$ cat config.mk
export PLATFORM = sky130hd
export DESIGN_NAME = cyc_irq_timer
export DESIGN_NICKNAME = d
export VERILOG_FILES = /design/src/rtl/cyc_irq_pkg.sv /design/src/rtl/cyc_irq_decode.sv /design/src/rtl/cyc_irq_core.sv /design/src/rtl/cyc_irq_rdmux.sv /design/src/rtl/cyc_irq_timer.sv
export SDC_FILE = /design/constraint.sdc
export NUM_CORES = 1
export LEC_CHECK = 0
export BUFFER_PORTS_ARGS = -buffer_cell sky130_fd_sc_hd__buf_2
export CAP_MARGIN = 15
export CORE_AREA = 3 3 56 58
export DETAILED_ROUTE_END_ITERATION = 6
export DIE_AREA = 0 0 59 61
export HOLD_SLACK_MARGIN = 0.15
export PLACE_DENSITY = 0.86
export SYNTH_ARGS = -nofsm -noshare
export SYNTH_HDL_FRONTEND = slang
export SYNTH_HIERARCHICAL = 1
export SYNTH_SLANG_ARGS = --single-unit
$ cat constraint.sdc
create_clock -name clk -period 3.3 [get_ports clk]
set_input_delay 0.165 -clock clk [delete_from_list [all_inputs] [get_ports clk]]
set_output_delay 0.165 -clock clk [all_outputs]
set_load 0.02 [all_outputs]
$ cat src/rtl/cyc_irq_pkg.sv
package cyc_irq_pkg;

    // Which counter window, if any, the current bus address selects.
    typedef enum logic [1:0] {
        WIN_NONE = 2'd0,
        WIN_LO   = 2'd1,
        WIN_HI   = 2'd2
    } win_e;

endpackage

$ cat src/rtl/cyc_irq_decode.sv
module cyc_irq_decode
    import cyc_irq_pkg::*;
#(
    parameter int unsigned  ADDR_W   = 16,
    parameter logic [15:0]  WIN_MASK = 16'hF800,
    parameter logic [15:0]  LO_BASE  = 16'h5000,
    parameter logic [15:0]  HI_BASE  = 16'h5800
) (
    input  logic [ADDR_W-1:0] addr,
    input  logic              we,
    output win_e              win,
    output logic              wr_lo,
    output logic              wr_hi
);

    localparam logic [ADDR_W-1:0] MASK_A = ADDR_W'(WIN_MASK);
    localparam logic [ADDR_W-1:0] LO_A   = ADDR_W'(LO_BASE);
    localparam logic [ADDR_W-1:0] HI_A   = ADDR_W'(HI_BASE);

    logic hit_lo;
    logic hit_hi;

    always_comb begin
        hit_lo = (addr & MASK_A) == LO_A;
        hit_hi = (addr & MASK_A) == HI_A;
        if (hit_lo) begin
            win = WIN_LO;
        end else if (hit_hi) begin
            win = WIN_HI;
        end else begin
            win = WIN_NONE;
        end
        wr_lo = we && hit_lo;
        wr_hi = we && hit_hi;
    end

endmodule

$ cat src/rtl/cyc_irq_core.sv
module cyc_irq_core #(
    parameter int unsigned DATA_W = 8,
    parameter int unsigned CNT_W  = 15
) (
    input  logic              clk,
    input  logic              rst,
    input  logic              wr_lo,
    input  logic              wr_hi,
    input  logic [DATA_W-1:0] wdata,
    output logic              en_q,
    output logic [CNT_W-1:0]  cnt_q,
    output logic              pend_q
);

    localparam int unsigned      HI_W = CNT_W - DATA_W;
    localparam logic [CNT_W-1:0] TERM = {CNT_W{1'b1}};

    typedef struct packed {
        logic             en;
        logic [CNT_W-1:0] cnt;
        logic             pend;
    } tmr_state_t;

    tmr_state_t       tmr_d;
    tmr_state_t       tmr_q;
    logic [CNT_W-1:0] inc_d;

    always_comb begin
        tmr_d = tmr_q;
        inc_d = tmr_q.cnt + CNT_W'(1);
        if (wr_lo) begin
            // A bus write takes priority over counting and acknowledges.
            tmr_d.cnt[DATA_W-1:0] = wdata;
            tmr_d.pend            = 1'b0;
        end else if (wr_hi) begin
            tmr_d.en                   = wdata[DATA_W-1];
            tmr_d.cnt[CNT_W-1:DATA_W]  = wdata[HI_W-1:0];
            tmr_d.pend                 = 1'b0;
        end else if (tmr_q.en && (tmr_q.cnt != TERM)) begin
            tmr_d.cnt = inc_d;
            if (inc_d == TERM) begin
                tmr_d.pend = 1'b1;
            end
        end
    end

    always_ff @(posedge clk) begin
        if (rst) begin
            tmr_q <= '0;
        end else begin
            tmr_q <= tmr_d;
        end
    end

    assign en_q   = tmr_q.en;
    assign cnt_q  = tmr_q.cnt;
    assign pend_q = tmr_q.pend;

endmodule

$ cat src/rtl/cyc_irq_rdmux.sv
module cyc_irq_rdmux
    import cyc_irq_pkg::*;
#(
    parameter int unsigned DATA_W = 8,
    parameter int unsigned CNT_W  = 15
) (
    input  win_e              win,
    input  logic              en,
    input  logic [CNT_W-1:0]  cnt,
    output logic [DATA_W-1:0] rdata
);

    always_comb begin
        unique case (win)
            WIN_LO:  rdata = cnt[DATA_W-1:0];
            WIN_HI:  rdata = {en, cnt[CNT_W-1:DATA_W]};
            default: rdata = '0;
        endcase
    end

endmodule

$ cat src/rtl/cyc_irq_timer.sv
module cyc_irq_timer
    import cyc_irq_pkg::*;
#(
    parameter int unsigned ADDR_W   = 16,
    parameter int unsigned DATA_W   = 8,
    parameter int unsigned CNT_W    = 15,
    parameter logic [15:0] WIN_MASK = 16'hF800,
    parameter logic [15:0] LO_BASE  = 16'h5000,
    parameter logic [15:0] HI_BASE  = 16'h5800
) (
    input  logic              clk,
    input  logic              rst,
    input  logic [ADDR_W-1:0] bus_addr,
    input  logic [DATA_W-1:0] bus_wdata,
    input  logic              bus_we,
    output logic [DATA_W-1:0] bus_rdata,
    output logic              irq
);

    win_e             win;
    logic             wr_lo;
    logic             wr_hi;
    logic             en_q;
    logic [CNT_W-1:0] cnt_q;
    logic             pend_q;

    cyc_irq_decode #(
        .ADDR_W  (ADDR_W),
        .WIN_MASK(WIN_MASK),
        .LO_BASE (LO_BASE),
        .HI_BASE (HI_BASE)
    ) u_decode (
        .addr (bus_addr),
        .we   (bus_we),
        .win  (win),
        .wr_lo(wr_lo),
        .wr_hi(wr_hi)
    );

    cyc_irq_core #(
        .DATA_W(DATA_W),
        .CNT_W (CNT_W)
    ) u_core (
        .clk   (clk),
        .rst   (rst),
        .wr_lo (wr_lo),
        .wr_hi (wr_hi),
        .wdata (bus_wdata),
        .en_q  (en_q),
        .cnt_q (cnt_q),
        .pend_q(pend_q)
    );

    cyc_irq_rdmux #(
        .DATA_W(DATA_W),
        .CNT_W (CNT_W)
    ) u_rdmux (
        .win  (win),
        .en   (en_q),
        .cnt  (cnt_q),
        .rdata(bus_rdata)
    );

    assign irq = pend_q;

endmodule

==> results.md, run 1 <==
Status:
- The flow ran to the end, and the final reports show no timing, DRC or antenna violations.

Timing:
- The share of the cycle needed by the critical path after routing is 72.1%.
- The clock period minus worst slack is ~2.4 ns.
- The transition time at the pin with the least slew margin is 0.656 ns.
- The number of endpoints failing setup at the final stage is 0.
- The number of max-slew violations in the final report is 0.
- The final number of hold-violating endpoints is 0.
- Measured against its own limit, the worst slew margin works out to about 56%.
- Setup repair after global routing left no endpoint under its margin.
- After layout, the worst setup slack is a little over 0.9 ns.
- The highest clock frequency the design can meet is about 420 MHz.
- The setup TNS after final layout is 0 ns.
- The final clock skew is 0.000692 ns.
- The worst hold slack after final layout is 0.163 ns.

Placed design:
- The post-placement worst setup slack is 1.01 ns.
- The number of input and output port buffers inserted is 24.
- The placer's final routability congestion estimate is 0.929.
- Once placement completed, the tool counted placed cells totaling about 230.
- The HPWL after detailed placement is roughly 2700 µm.

Global routing:
- The global-route total usage across every layer is 23.6%.
- Summed over all layers, the global routing overflow is 0.
- Entering global routing, the biggest net connects 20 pins.
- The number of global-route vias before repair came to about 1.4k.
- The number of antenna violations at the first check in global routing is 0.
- The first global-routing pass estimated 6450 µm of wire.

Hold path:
- The min-delay analysis places its worst path in the category in2reg.

Synth:
- The count of different cell masters after synthesis is between 50 and 60.
- The predominant post-synthesis flop cell is sky130_fd_sc_hd__dfxtp_1.
- Yosys mapped a number of flops with a built-in enable equal to 0.
- The post-synth net total is 221.
- Of all flip-flops after synthesis, the portion carrying an async set or reset was 0%.
- Summed over all instances, the cell type with the most area after synthesis is sky130_fd_sc_hd__dfxtp_1.
- The sequential area share after synthesis is 22.4%.
- The yosys synthesis warning count is 6.
- Counting instances in the post-synthesis netlist gives the leading cell types as sky130_fd_sc_hd__nor2_1 (22), sky130_fd_sc_hd__dfxtp_1 (17), sky130_fd_sc_hd__nand2_1 (12), sky130_fd_sc_hd__inv_1 (9), sky130_fd_sc_hd__nand4_1 (9).
- After technology mapping, the gate count stands at 190.
- The mean cell area of the mapped netlist is 7.98 µm².
- Yosys instantiated no cell more often than sky130_fd_sc_hd__nor2_1.
- After synthesis, the cell types taking the most area are sky130_fd_sc_hd__dfxtp_1 (22%), sky130_fd_sc_hd__a22oi_2 (6.6%), sky130_fd_sc_hd__nor2_1 (5.4%), sky130_fd_sc_hd__xnor2_1 (4.6%), sky130_fd_sc_hd__nand4_1 (3.7%).
- The post-synthesis instance area is 0.00152 mm².
- The area share of the largest cell type after synthesis is 22.4%.
- Counting flops and latches in the post-synthesis netlist gives 17.

Cells and area:
- The synthesis-to-layout area growth is 9.16%.
- The number of filler instances in the final layout is 252.
- In the final design database the tool counted 237 nets.
- The count of inserted antenna diode cells is 0.
- The non-filler instance count after layout is 236.
- The share of cells above drive strength 1 is 23.4%.
- The end-of-flow core utilization is 61.1%.

Pwr:
- The analysis attributes to cell leakage a power of 0.601 nW.
- The switching power as a share of total power is 25.7%.
- The clock network fraction of design power is 30.7%.
- The worst ir drop on vdd is 0.222 mV.
- In this run, flip-flops and latches consume between 50 and 60% of the power.
- The power per standard cell area is 224 mW/mm².
- The analysis attributes to net switching a power of 95.4 µW.
- The internal power of the cells is 276 µW.
- In this run, the combinational gates consume ~11% of the power.

Floorplanning:
- The initialized floorplan defines 19 standard-cell rows.
- The height of the die is 61 µm.
- The count of boundary I/O pins is 36.
- The die footprint is 0.00360 mm².
- The die is 59 µm wide.
- Once the floorplan was initialized, standard cells occupied between 50 and 60% of the core.
- The core region is 0.00271 mm².

Setup path:
- The critical path is of the reg2reg type.
- Data on the critical path arrives at its endpoint at about 2.6 ns.
- The worst setup path is captured at a flop.
- Data on the critical path is required at its endpoint by 3.49 ns.
- The worst setup path is launched from a flop.
- The largest fanout of any net on the critical path is 12.

Detailed routing:
- For this run, design rule violations remaining after detail routing come to 0.
- The first TritonRoute pass finished after 7 iterations.
- For this block, the initial DRC count from the detailed router was 100.
- The residual antenna-violating net count after detailed routing is 0.
- The final wirelength is 3940 µm.
- The total via count after detailed routing is 1526.
- The average vias per placed instance is 6.47.
- The routed wirelength normalized by instance count is 16.7 µm.

CTS:
- TritonCTS built the clock tree.
- The master cell of the clock root buffer is sky130_fd_sc_hd__clkbuf_4.
- The number of buffers created by CTS is 3.
- Counting every sink on the clock net gives 17.
- The count of H-tree levels built during CTS is 1.
- At the later pin of the worst-skew pair, clock insertion delay measures 0.29 ns.
- Once the clock tree was built, the resizer swapped 0 gates to a different size.
- The CTS clock-pin slew for the worst setup and hold paths is 0.10 ns.
- The maximum buffer depth of the clock tree is 2.

Job:
- The tool flagged a number of max-cap violations equal to 0.
[registers in the layout, indices dropped and copies added, names as in the netlist]
signal / cells
u_core/cnt_q: 15
u_core/en_q: 1
u_core/pend_q: 1
[worst paths after layout]
check	slack, ns	depth (start not counted)	endpoint	from
setup / recovery	0.92	6	u_core/cnt_q[14]$_SDFFE_PP0P_	u_core/cnt_q[1]$_SDFFE_PP0P_
hold / removal	0.16	3	u_core/cnt_q[4]$_SDFFE_PP0P_	bus_wdata[4]
setup reg to reg	0.92	6	u_core/cnt_q[14]$_SDFFE_PP0P_	u_core/cnt_q[1]$_SDFFE_PP0P_
hold reg to reg	0.46	2	u_core/pend_q$_SDFFE_PP0P_	u_core/pend_q$_SDFFE_PP0P_
[critical path, cell delays in order, from the launching register on]
cell	delay, ns
sky130_fd_sc_hd__dfxtp_1	0.51
sky130_fd_sc_hd__ha_1	0.48
sky130_fd_sc_hd__nand3_1	0.20
sky130_fd_sc_hd__or4_4	0.46
sky130_fd_sc_hd__a21oi_4	0.24
sky130_fd_sc_hd__nor2_2	0.11
sky130_fd_sc_hd__o221a_1	0.26
[logic make-up after synthesis]
family	count (synthesis)	synth area share, %
AND/OR/NAND/NOR	81	31.8
XOR/XNOR	10	5.78
buffers and inverters	28	8.83
adder cells (fa/ha/maj)	4	3.30
flip-flops	17	22.4
AO/OA/AOI/OAI	50	27.9
[metal layers]
layer | global-route usage, % | vias to the layer above | routed length [µm]
met3 | 2.55 | 21 | 448
met2 | 40.4 | 97 | 1840
met4 | 11.3 | 0 | 114
li1 | - | 740 | -
met1 | 29.7 | 668 | 1540
met5 | 0 | - | 0
[layout make-up]
class | instances | area, µm² | area share [%]
clock buffers | 4 | 26.3 | 1.59
multi-input cells | 145 | 1040 | 63.0
repair buffers | 29 | 170 | 10.3
inverters | 10 | 37.5 | 2.27
well taps | 31 | 38.8 | 2.34
flip-flops and latches | 17 | 340 | 20.6
[through the flow]
stage | area [µm²] | power (mW)
2_1_floorplan | 1520 | 0.241
3_3_place_gp | 1580 | 0.256
3_5_place_dp | 1580 | 0.256
4_1_cts | 1660 | 0.373
5_1_grt | 1660 | 0.383
6_report | 1660 | 0.371
[layout by cell type, fill, tap and decap left out, drive strengths merged, types with 4 or more instances in the layout]
master	instances
a21oi	8
dfxtp	17
buf	24
nor3	8
a22oi	9
and2	4
nand3	4
ha	4
nand2	12
o21ai	7
nor2	23
xnor2	8
inv	9
and3	4
clkbuf	4
a211oi	5
dlygate4sd3	5
nand4	10
[repair_timing]
item,in CTS,in global routing
endpoints found under the hold margin,5,0
buffers inserted,0,0
hold buffers,5,0
setup endpoints to repair,0,0
[power by group through the flow]
| stage | registers (mW) | logic [mW] | clock network, mW |
|---|---|---|---|
| floorplan | 0.217 | 0.0242 | 0 |
| global placement | 0.220 | 0.0353 | 0 |
| detailed placement | 0.220 | 0.0360 | 0 |
| CTS | 0.216 | 0.0406 | 0.117 |
| global route | 0.217 | 0.0456 | 0.121 |
| finish | 0.216 | 0.0411 | 0.114 |
Note: power is estimated with default switching activity, not from simulation.
==> run 2, diff against run 1 <==
- CORE_AREA: 3 3 56 58 -> 3 3 57 59
- DIE_AREA: 0 0 59 61 -> 0 0 60 62
- PLACE_DENSITY: 0.86 -> 0.83
- clock period: 3.3 -> 2.3 ns (I/O delays scaled with it)
==> run 2 against run 1 <==
  * Sequential share of layout area down 1.6 points
  * Global-route usage grew 1.8 points
  * Critical path depth is 1 lower
  * Largest power group unchanged
  * Die area rose by 3.4%
  * Combinational power up 77%
  * Total power grew 46%
  * Via count grew 4.5%
  * Critical path type unchanged
  * Register-to-register slack worse by 0.67 ns
==> results.md, run 2 (same netlist as run 1, synthesis figures left out) <==
Status:
- The flow ran to the end, and the final reports show no timing, DRC or antenna violations.

Floorplanning:
- The die footprint is 0.00372 mm².
- Once the floorplan was initialized, standard cells occupied 55.0% of the core.
- After floorplanning, the core was divided into 19 placement rows.
- The height of the die is 62 µm.
- During I/O placement, the number of pins put on the boundary was 36.
- The standard cell core area is 0.00276 mm².
- The die boundary width is roughly 60 µm.

Timing:
- The setup TNS after final layout is 0 ns.
- The transition time at the pin with the least slew margin is 0.525 ns.
- Setup violations remaining at the end of the flow were counted as 0.
- The share of the cycle needed by the critical path after routing is 89.0%.
- The final clock skew is 0.00360 ns.
- The highest clock frequency the design can meet is roughly 500 MHz.
- The worst slew margin relative to its limit is about 65%.
- The post-layout worst setup margin is 0.254 ns.
- The final number of hold-violating endpoints is 0.
- The number of max-slew violations in the final report is 0.
- The worst path needs 2.05 ns of the cycle, external delays included.
- Setup repair after global routing left no endpoint under its margin.
- The worst hold slack after final layout is around 0.16 ns.

Global routing:
- The layer carrying the most global-route usage is met2.
- Entering global routing, the biggest net connects 16 pins.
- The first global-routing pass estimated 7130 µm of wire.
- The met3 track demand over resource in global routing is between 2 and 3%.
- The number of global-route vias before repair is 1483.
- The total overflow left after global routing is 0.
- Global routing consumed, on the met2 layer, 41.4% of the routing resources.
- The global-route total usage across every layer is 25.4%.
- The met1 usage is 35.3%.
- The number of antenna violations at the first check in global routing is 0.

Pwr:
- Combinational cells account for 13.4% of the total power.
- The leakage power total is 0.694 nW.
- IR analysis of the VDD net gives a maximum drop of approximately 0.3 mV.
- In this run switching power makes up 25.8% of total power.
- The share of total power dissipated in the clock network is a little over 30%.
- The switching power is 140 µW.
- In this run the power density over the cells is about 300 mW/mm².
- Cell internal power was estimated by the tool at 402 µW.
- The sequential group share of total power is 56.5%.

CTS:
- Buffers inserted to repair hold after CTS numbered 8.
- After clock tree synthesis, the clock-pin slew on the worst setup and hold paths is 0.10 ns.
- In this run the deepest clock path goes through 2 buffers.
- The master cell of the clock root buffer is sky130_fd_sc_hd__clkbuf_4.
- The TritonCTS clock tree is built.
- The number of clock buffers added by TritonCTS is 3.
- The clock latency of the later-clocked register in the worst-skew pair is a little under 0.3 ns.
- The sink count of the clock tree is 17.
- In this run the number of H-tree levels came out at 1.
- The post-CTS setup buffer count is 0.
- The count of cells resized by post-cts repair is 0.

Cells and area:
- The most common cell after layout, fill and taps aside is sky130_fd_sc_hd__buf_2.
- In the layout the commonest cells are sky130_fd_sc_hd__buf_2 (24), sky130_fd_sc_hd__nor2_1 (22), sky130_fd_sc_hd__dfxtp_1 (17), sky130_fd_sc_hd__buf_4 (15), sky130_fd_sc_hd__nand2_1 (12).
- Of the cells placed in the final design, the portion with a size suffix greater than 1 is 28.3%.
- The number of flip-flops in the largest register is 15.
- At the end of the flow the core is filled with cells to 65.2%.
- The count of inserted antenna diode cells is 0.
- For this run, the post-layout net count is about 260.
- Compared with the post-synthesis result, the final layout area differs by 18.6%.

Placed design:
- Prior to clock tree synthesis, the placed netlist has a worst setup slack of approximately 0.32 ns.
- During placement, the flow inserted port buffers numbering 24.
- The HPWL after detailed placement is 3080 µm.
- The placer's final routability congestion estimate is around 1.

Hold path:
- The min-delay analysis places its worst path in the category in2reg.

Setup path:
- The class of the most critical setup path is reg2reg.
- The register-to-register path setup slack is 0.25 ns.
- The kind of capture point of the worst setup path is a flop.
- The worst setup path is launched from a flop.
- The largest fanout of any net on the critical path is 9.
- The data arrival time of the worst path is between 2 and 2.5 ns.
- Data on the critical path is required at its endpoint by 2.49 ns.

Detailed routing:
- The starting DRC count in detailed routing is around 110.
- The routed design has 4250 µm of wire.
- The routed wirelength normalized by instance count is approximately 17 µm.
- The average vias per placed instance is 6.28.
- The DRC violation count after routing is 0.
- The routed layout has 1595 vias.
- Once detail routing completed, the nets flagged for antenna violations numbered 0.
- The first detailed-routing pass took 5 iterations.

Job:
- The number of maximum-capacitance constraint violations is 0.
run 2: worst max-delay path, stage by stage, from the launching register on:
cell and delay, ns:
sky130_fd_sc_hd__dfxtp_1 0.55, sky130_fd_sc_hd__nand4_4 0.22, sky130_fd_sc_hd__nor4_4 0.55, sky130_fd_sc_hd__nor2_1 0.18
sky130_fd_sc_hd__and2_1 0.21, sky130_fd_sc_hd__o32ai_1 0.25
run 2: stage by stage:
stage	area (µm²)	std cells	total power [mW]
after global placement	1690	242	0.372
after CTS	1800	254	0.546
after floorplan	1520	190	0.346
after global routing	1800	254	0.572
after detailed placement	1690	242	0.373
final	1800	254	0.542
run 2: cell type report:
class,count,area [µm²]
clock buffer,4,26.3
multi-input combinational,145,1040
tap,31,38.8
inverter,10,37.5
fill,240,960
sequential,17,340
timing repair buffer,47,313
run 2: power by group through the flow:
stage | registers, mW | logic, mW | clock network (mW)
after floorplan | 0.311 | 0.0347 | 0
after global placement | 0.312 | 0.0593 | 0
after detailed placement | 0.313 | 0.0608 | 0
after CTS | 0.306 | 0.0713 | 0.169
after global routing | 0.307 | 0.0800 | 0.185
final | 0.306 | 0.0726 | 0.163
run 2: metal layers:
layer,vias up,part of all wire [%]
met5,-,0
met4,0,2.6
met3,15,9.7
met2,87,44
met1,729,44
li1,764,-
run 2: final timing paths:
kind	from	to	cells past startpoint
setup / recovery	u_core/cnt_q[2]$_SDFFE_PP0P_	u_core/cnt_q[1]$_SDFFE_PP0P_	5
hold / removal	rst	u_core/en_q$_SDFFE_PP0P_	2
hold reg to reg	u_core/pend_q$_SDFFE_PP0P_	u_core/pend_q$_SDFFE_PP0P_	2
setup reg to reg	u_core/cnt_q[2]$_SDFFE_PP0P_	u_core/cnt_q[1]$_SDFFE_PP0P_	5
==> run 3, diff against run 2 <==
- ABC_AREA: default -> 1
- CORE_AREA: 3 3 57 59 -> 3 3 58 60
- DIE_AREA: 0 0 60 62 -> 0 0 61 63
- PLACE_DENSITY: 0.83 -> 0.81
==> run 3 against run 2 <==
  * Die area grew 3.3%
  * Utilization shrank 6.7 points
  * Sequential power is essentially flat
  * Non-clock buffer count shrank 13
  * First-iteration DRC count shrank 42%
  * Clock power grew 2%
  * Routed wire length shrank 6.4%
  * Via count grew 6.6%
  * Synthesized area grew 0.25%
  * Clock skew grew 0.0029 ns
  * Global-route usage shrank 3.2 points
  * Critical endpoint unchanged
  * Largest power group unchanged
  * Highest routed layer unchanged
==> results.md, run 3 <==
Detailed routing:
- After detailed routing, the average wire length per cell comes to roughly 12 µm.
- The final wirelength is 3980 µm.
- The length of the first detailed-routing pass in iterations is 4.
- The DRC violation count after routing is 0.
- Across all layers, the routed design uses 1700 vias.
- Once detail routing completed, the nets flagged for antenna violations numbered 0.
- The starting DRC count in detailed routing is 63.
- The average vias per placed instance is between 5 and 6.

Placed design:
- The number of input and output port buffers inserted is 24.
- The post-placement worst setup slack is 0.447 ns.
- Detailed placement finished with a half-perimeter wire length of around 3000 µm.
- The placed cell count is 315.
- Routability-driven placement finished with a final weighted congestion of 0.945.
- The area of placed instances is 0.00165 mm².

Setup path:
- Data arrives at the worst endpoint at 2.11 ns.
- The setup path with the least slack is of type reg2reg.
- The slowest stage of the critical path belongs to the cell sky130_fd_sc_hd__dfxtp_1.
- The most critical setup path has its startpoint at u_core/cnt_q[1]$_SDFFE_PP0P_.
- STA classifies the critical path startpoint as a flop.
- Walking the worst path, the cells encountered are ha_1, nand2_2, nor2_4, nand2_4, o21ai_4, nor2_2, nor2_4, nand2_1, nand3_1, nand2_1, inv_1.
- The startpoint identified for the worst register-to-register timing path is u_core/cnt_q[1]$_SDFFE_PP0P_.
- The required time of the critical path is between 2 and 3 ns.
- On the critical path the largest part of the delay comes from simple AND/OR/NAND/NOR gates.
- The largest stage delay on the critical path is 0.44 ns.
- The largest fanout of any net on the critical path is 9.
- The kind of capture point of the worst setup path is a flop.
- Counting both buffers and inverters, the worst setup path holds a total of 1.

CTS:
- The number of buffers created by CTS is 3.
- Clock-pin slew was measured on the worst setup and hold paths at 0.11 ns.
- Gates resized during post-CTS repair numbered 0.
- In this run, post-CTS hold repair placed 7 buffers.
- In this run the number of H-tree levels came out at 1.
- TritonCTS built the clock tree.
- The clock net in this run drives a total of 17 sinks.
- For the worst-skew pair, the clock arrives at the later sink with an insertion delay of 0.29 ns.
- The master cell of the clock root buffer is sky130_fd_sc_hd__clkbuf_4.
- The clock passes through at most 2 buffers.
- Once the clock tree was built, the setup fixing pass inserted 0 buffers.

Cells and area:
- Relative to the synthesized area, the layout overhead comes to 14.7%.
- The library cell used most frequently in the layout, excluding fill and tap cells, is sky130_fd_sc_hd__nand2_1.
- The end-of-flow core utilization is 58.5%.
- The register with the most flip-flops in the layout has 15 of them.
- The library cells used most frequently in the layout, excluding fill and tap cells, are sky130_fd_sc_hd__nand2_1 (90), sky130_fd_sc_hd__inv_1 (36), sky130_fd_sc_hd__nor2_1 (29), sky130_fd_sc_hd__buf_2 (24), sky130_fd_sc_hd__nand3_1 (21).
- The post-layout instance area is 0.00174 mm².
- The count of inserted antenna diode cells is 0.
- The post-route netlist has 15.4% of its cells at a drive strength greater than 1.
- The non-filler instance count after layout is between 300 and 400.
- The final net count is about 330.

Synth:
- The count of flip-flops with a built-in enable after synthesis is 0.
- The synthesized netlist devotes 11.4% of its cell area to compound gates.
- The simple-gate area share of the yosys netlist is roughly half.
- The yosys synthesis warning count is 6.
- Summing the areas of all xor and xnor instances in the mapped netlist gives 1.15% of the synthesized area.
- By count the netlist is led by sky130_fd_sc_hd__nand2_1 (90), sky130_fd_sc_hd__inv_1 (36), sky130_fd_sc_hd__nor2_1 (29), sky130_fd_sc_hd__nand3_1 (21), sky130_fd_sc_hd__dfxtp_1 (17).
- Counting flops with an async set or reset pin after synthesis yields a share of 0%.
- Among all cell types in the netlist, the one instantiated most often is sky130_fd_sc_hd__nand2_1.
- The post-synthesis instance area is around 0.0015 mm².
- The top cell type by area accounts for 22.4% of the synthesized area.
- In the post-synthesis netlist, the biggest area contributors are sky130_fd_sc_hd__dfxtp_1 (22%), sky130_fd_sc_hd__nand2_1 (22%), sky130_fd_sc_hd__inv_1 (8.9%), sky130_fd_sc_hd__nor2_1 (7.2%), sky130_fd_sc_hd__nand3_1 (6.9%).
- The sequential area share after synthesis is between 20% and 30%.
- The predominant post-synthesis flop cell is sky130_fd_sc_hd__dfxtp_1.
- The synthesized instance count is ~260.
- The synthesized flop and latch total is 17.
- The cell accounting for the most synthesized area is sky130_fd_sc_hd__dfxtp_1.
- The share of synthesized cell area in full adder, half adder and majority cells is 3.29%.
- The number of different library cells used by synthesis comes to 29.
- The average instance in the mapped netlist occupies between 5 and 6 µm².
- The post-synth net total is 295.
- The portion of synthesized area spent on multiplexers is 0%.
- The main combinational cell family by area after synthesis is simple AND/OR/NAND/NOR gates.

Timing:
- The setup TNS after final layout is 0 ns.
- Counting I/O delays and the setup requirement, the final critical path takes 1.87 ns.
- In the post-route analysis, the smallest setup slack over all paths is approximately 0.43 ns.
- Setup repair after global routing left no endpoint under its margin.
- The number of endpoints failing setup at the final stage is 0.
- Headroom to the max-slew limit came out at 60.0%.
- The worst hold slack after final layout is 0.164 ns.
- The highest clock frequency the design can meet is 534 MHz.
- The share of the cycle needed by the critical path after routing is 81.4%.
- The final clock skew is 0.00650 ns.
- The final number of hold-violating endpoints was 0.
- The transition time at the pin with the least slew margin is approximately 0.6 ns.
- The number of max-slew violations in the final report was 0.

Floorplanning:
- The standard cell core area is 0.00298 mm².
- Once the floorplan was initialized, standard cells occupied 51.1% of the core.
- From bottom edge to top edge, the die measures 63 µm.
- The number of core rows is 20.
- The die boundary width is between 60 and 70 µm.
- The die covers a little under 0.004 mm².
- The count of boundary I/O pins is 36.

Pwr:
- Registers are responsible for a little under three fifths of the overall power.
- In this run switching power makes up 26.7% of total power.
- The internal portion of the total power is 396 µW.
- For this design the total switching power over the nets is approximately 140 µW.
- Summed over all cells, the static leakage comes to 0.783 nW.
- Combinational logic burns 12.3% of the power.
- The clock network fraction of design power is 31.0%.
- The power per standard cell area is 310 mW/mm².
- The overall power is 540 µW.
- IR analysis of the VDD net gives a maximum drop of about 0.23 mV.

Hold path:
- The path class of the tightest hold or removal check is in2reg.
- In this run the most critical hold path is launched from bus_wdata[0].

Global routing:
- The number of antenna violations at the first check in global routing was 0.
- The global-route total usage across every layer is 22.2%.
- Global routing finished with a remaining overflow of 0.
- The first global-routing pass estimated 6660 µm of wire.
- Entering global routing, the biggest net connects 18 pins.
- The number of global-route vias before repair was between 1k and 1.5k.

Status:
- The flow ran to the end, and the final reports show no timing, DRC or antenna violations.

Job:
- Across the run, the number of max-cap violations was 0.
==> run 3: cell types whose count changed in the layout (fill, tap and decap cells not counted), sizes merged, moves of 4 or more <==
cell    change
buf        -12
nor2       +11
o21ai       +5
xnor2       -7
a21oi       +7
nand2      +82
and3        -4
a211oi      -5
a22oi       -9
inv        +27
nand3      +19
and2        -4
==> run 3: power groups by stage <==
| stage | clock network, mW | registers (mW) | logic (mW) |
|---|---|---|---|
| 4_1_cts | 0.175 | 0.306 | 0.0655 |
| 6_report | 0.167 | 0.306 | 0.0665 |
| 2_1_floorplan | 0 | 0.311 | 0.0348 |
| 3_3_place_gp | 0 | 0.313 | 0.0553 |
| 3_5_place_dp | 0 | 0.313 | 0.0565 |
| 5_1_grt | 0.186 | 0.308 | 0.0740 |
==> run 3: cell families after synthesis <==
logic type                 count (synthesis)
and+or+nand+nor                          166
buffers and inverters                     45
AOI/OAI and AO/OA                         30
DFF                                       17
adders and majority gates                  4
xor gates and xnor gates                   2
==> run 3: worst paths after layout <==
| check | endpoint | slack, ns | depth (start not counted) |
|---|---|---|---|
| max | u_core/cnt_q[1]$_SDFFE_PP0P_ | 0.43 | 11 |
| min | u_core/cnt_q[8]$_SDFFE_PP0P_ | 0.16 | 3 |
| max reg2reg | u_core/cnt_q[1]$_SDFFE_PP0P_ | 0.43 | 11 |
| min reg2reg | u_core/pend_q$_SDFFE_PP0P_ | 0.45 | 2 |
==> run 3: per-layer routing <==
metal	track usage [%]	wire (µm)
met3	2.27	267
met2	35.6	1860
met4	7.86	69
met5	0	0
met1	30.2	1780
==> run 3: final cells by class <==
cell class	instances	area [µm²]
Clock buffer	4	26.3
Fill cell	286	1230
Tap cell	33	41.3
Inverter	36	135
Sequential cell	17	340
Timing Repair Buffer	34	213
Multi-Input combinational cell	202	987
==> run 3: worst reg2reg max path, stage by stage, from the launching register on <==
cell                      delay (ns)
sky130_fd_sc_hd__dfxtp_1        0.44
sky130_fd_sc_hd__ha_1           0.25
sky130_fd_sc_hd__nand2_2        0.11
sky130_fd_sc_hd__nor2_4         0.20
sky130_fd_sc_hd__nand2_4        0.10
sky130_fd_sc_hd__o21ai_4        0.18
sky130_fd_sc_hd__nor2_2         0.12
sky130_fd_sc_hd__nor2_4         0.18
sky130_fd_sc_hd__nand2_1        0.08
sky130_fd_sc_hd__nand3_1        0.08
sky130_fd_sc_hd__nand2_1        0.05
sky130_fd_sc_hd__inv_1          0.06
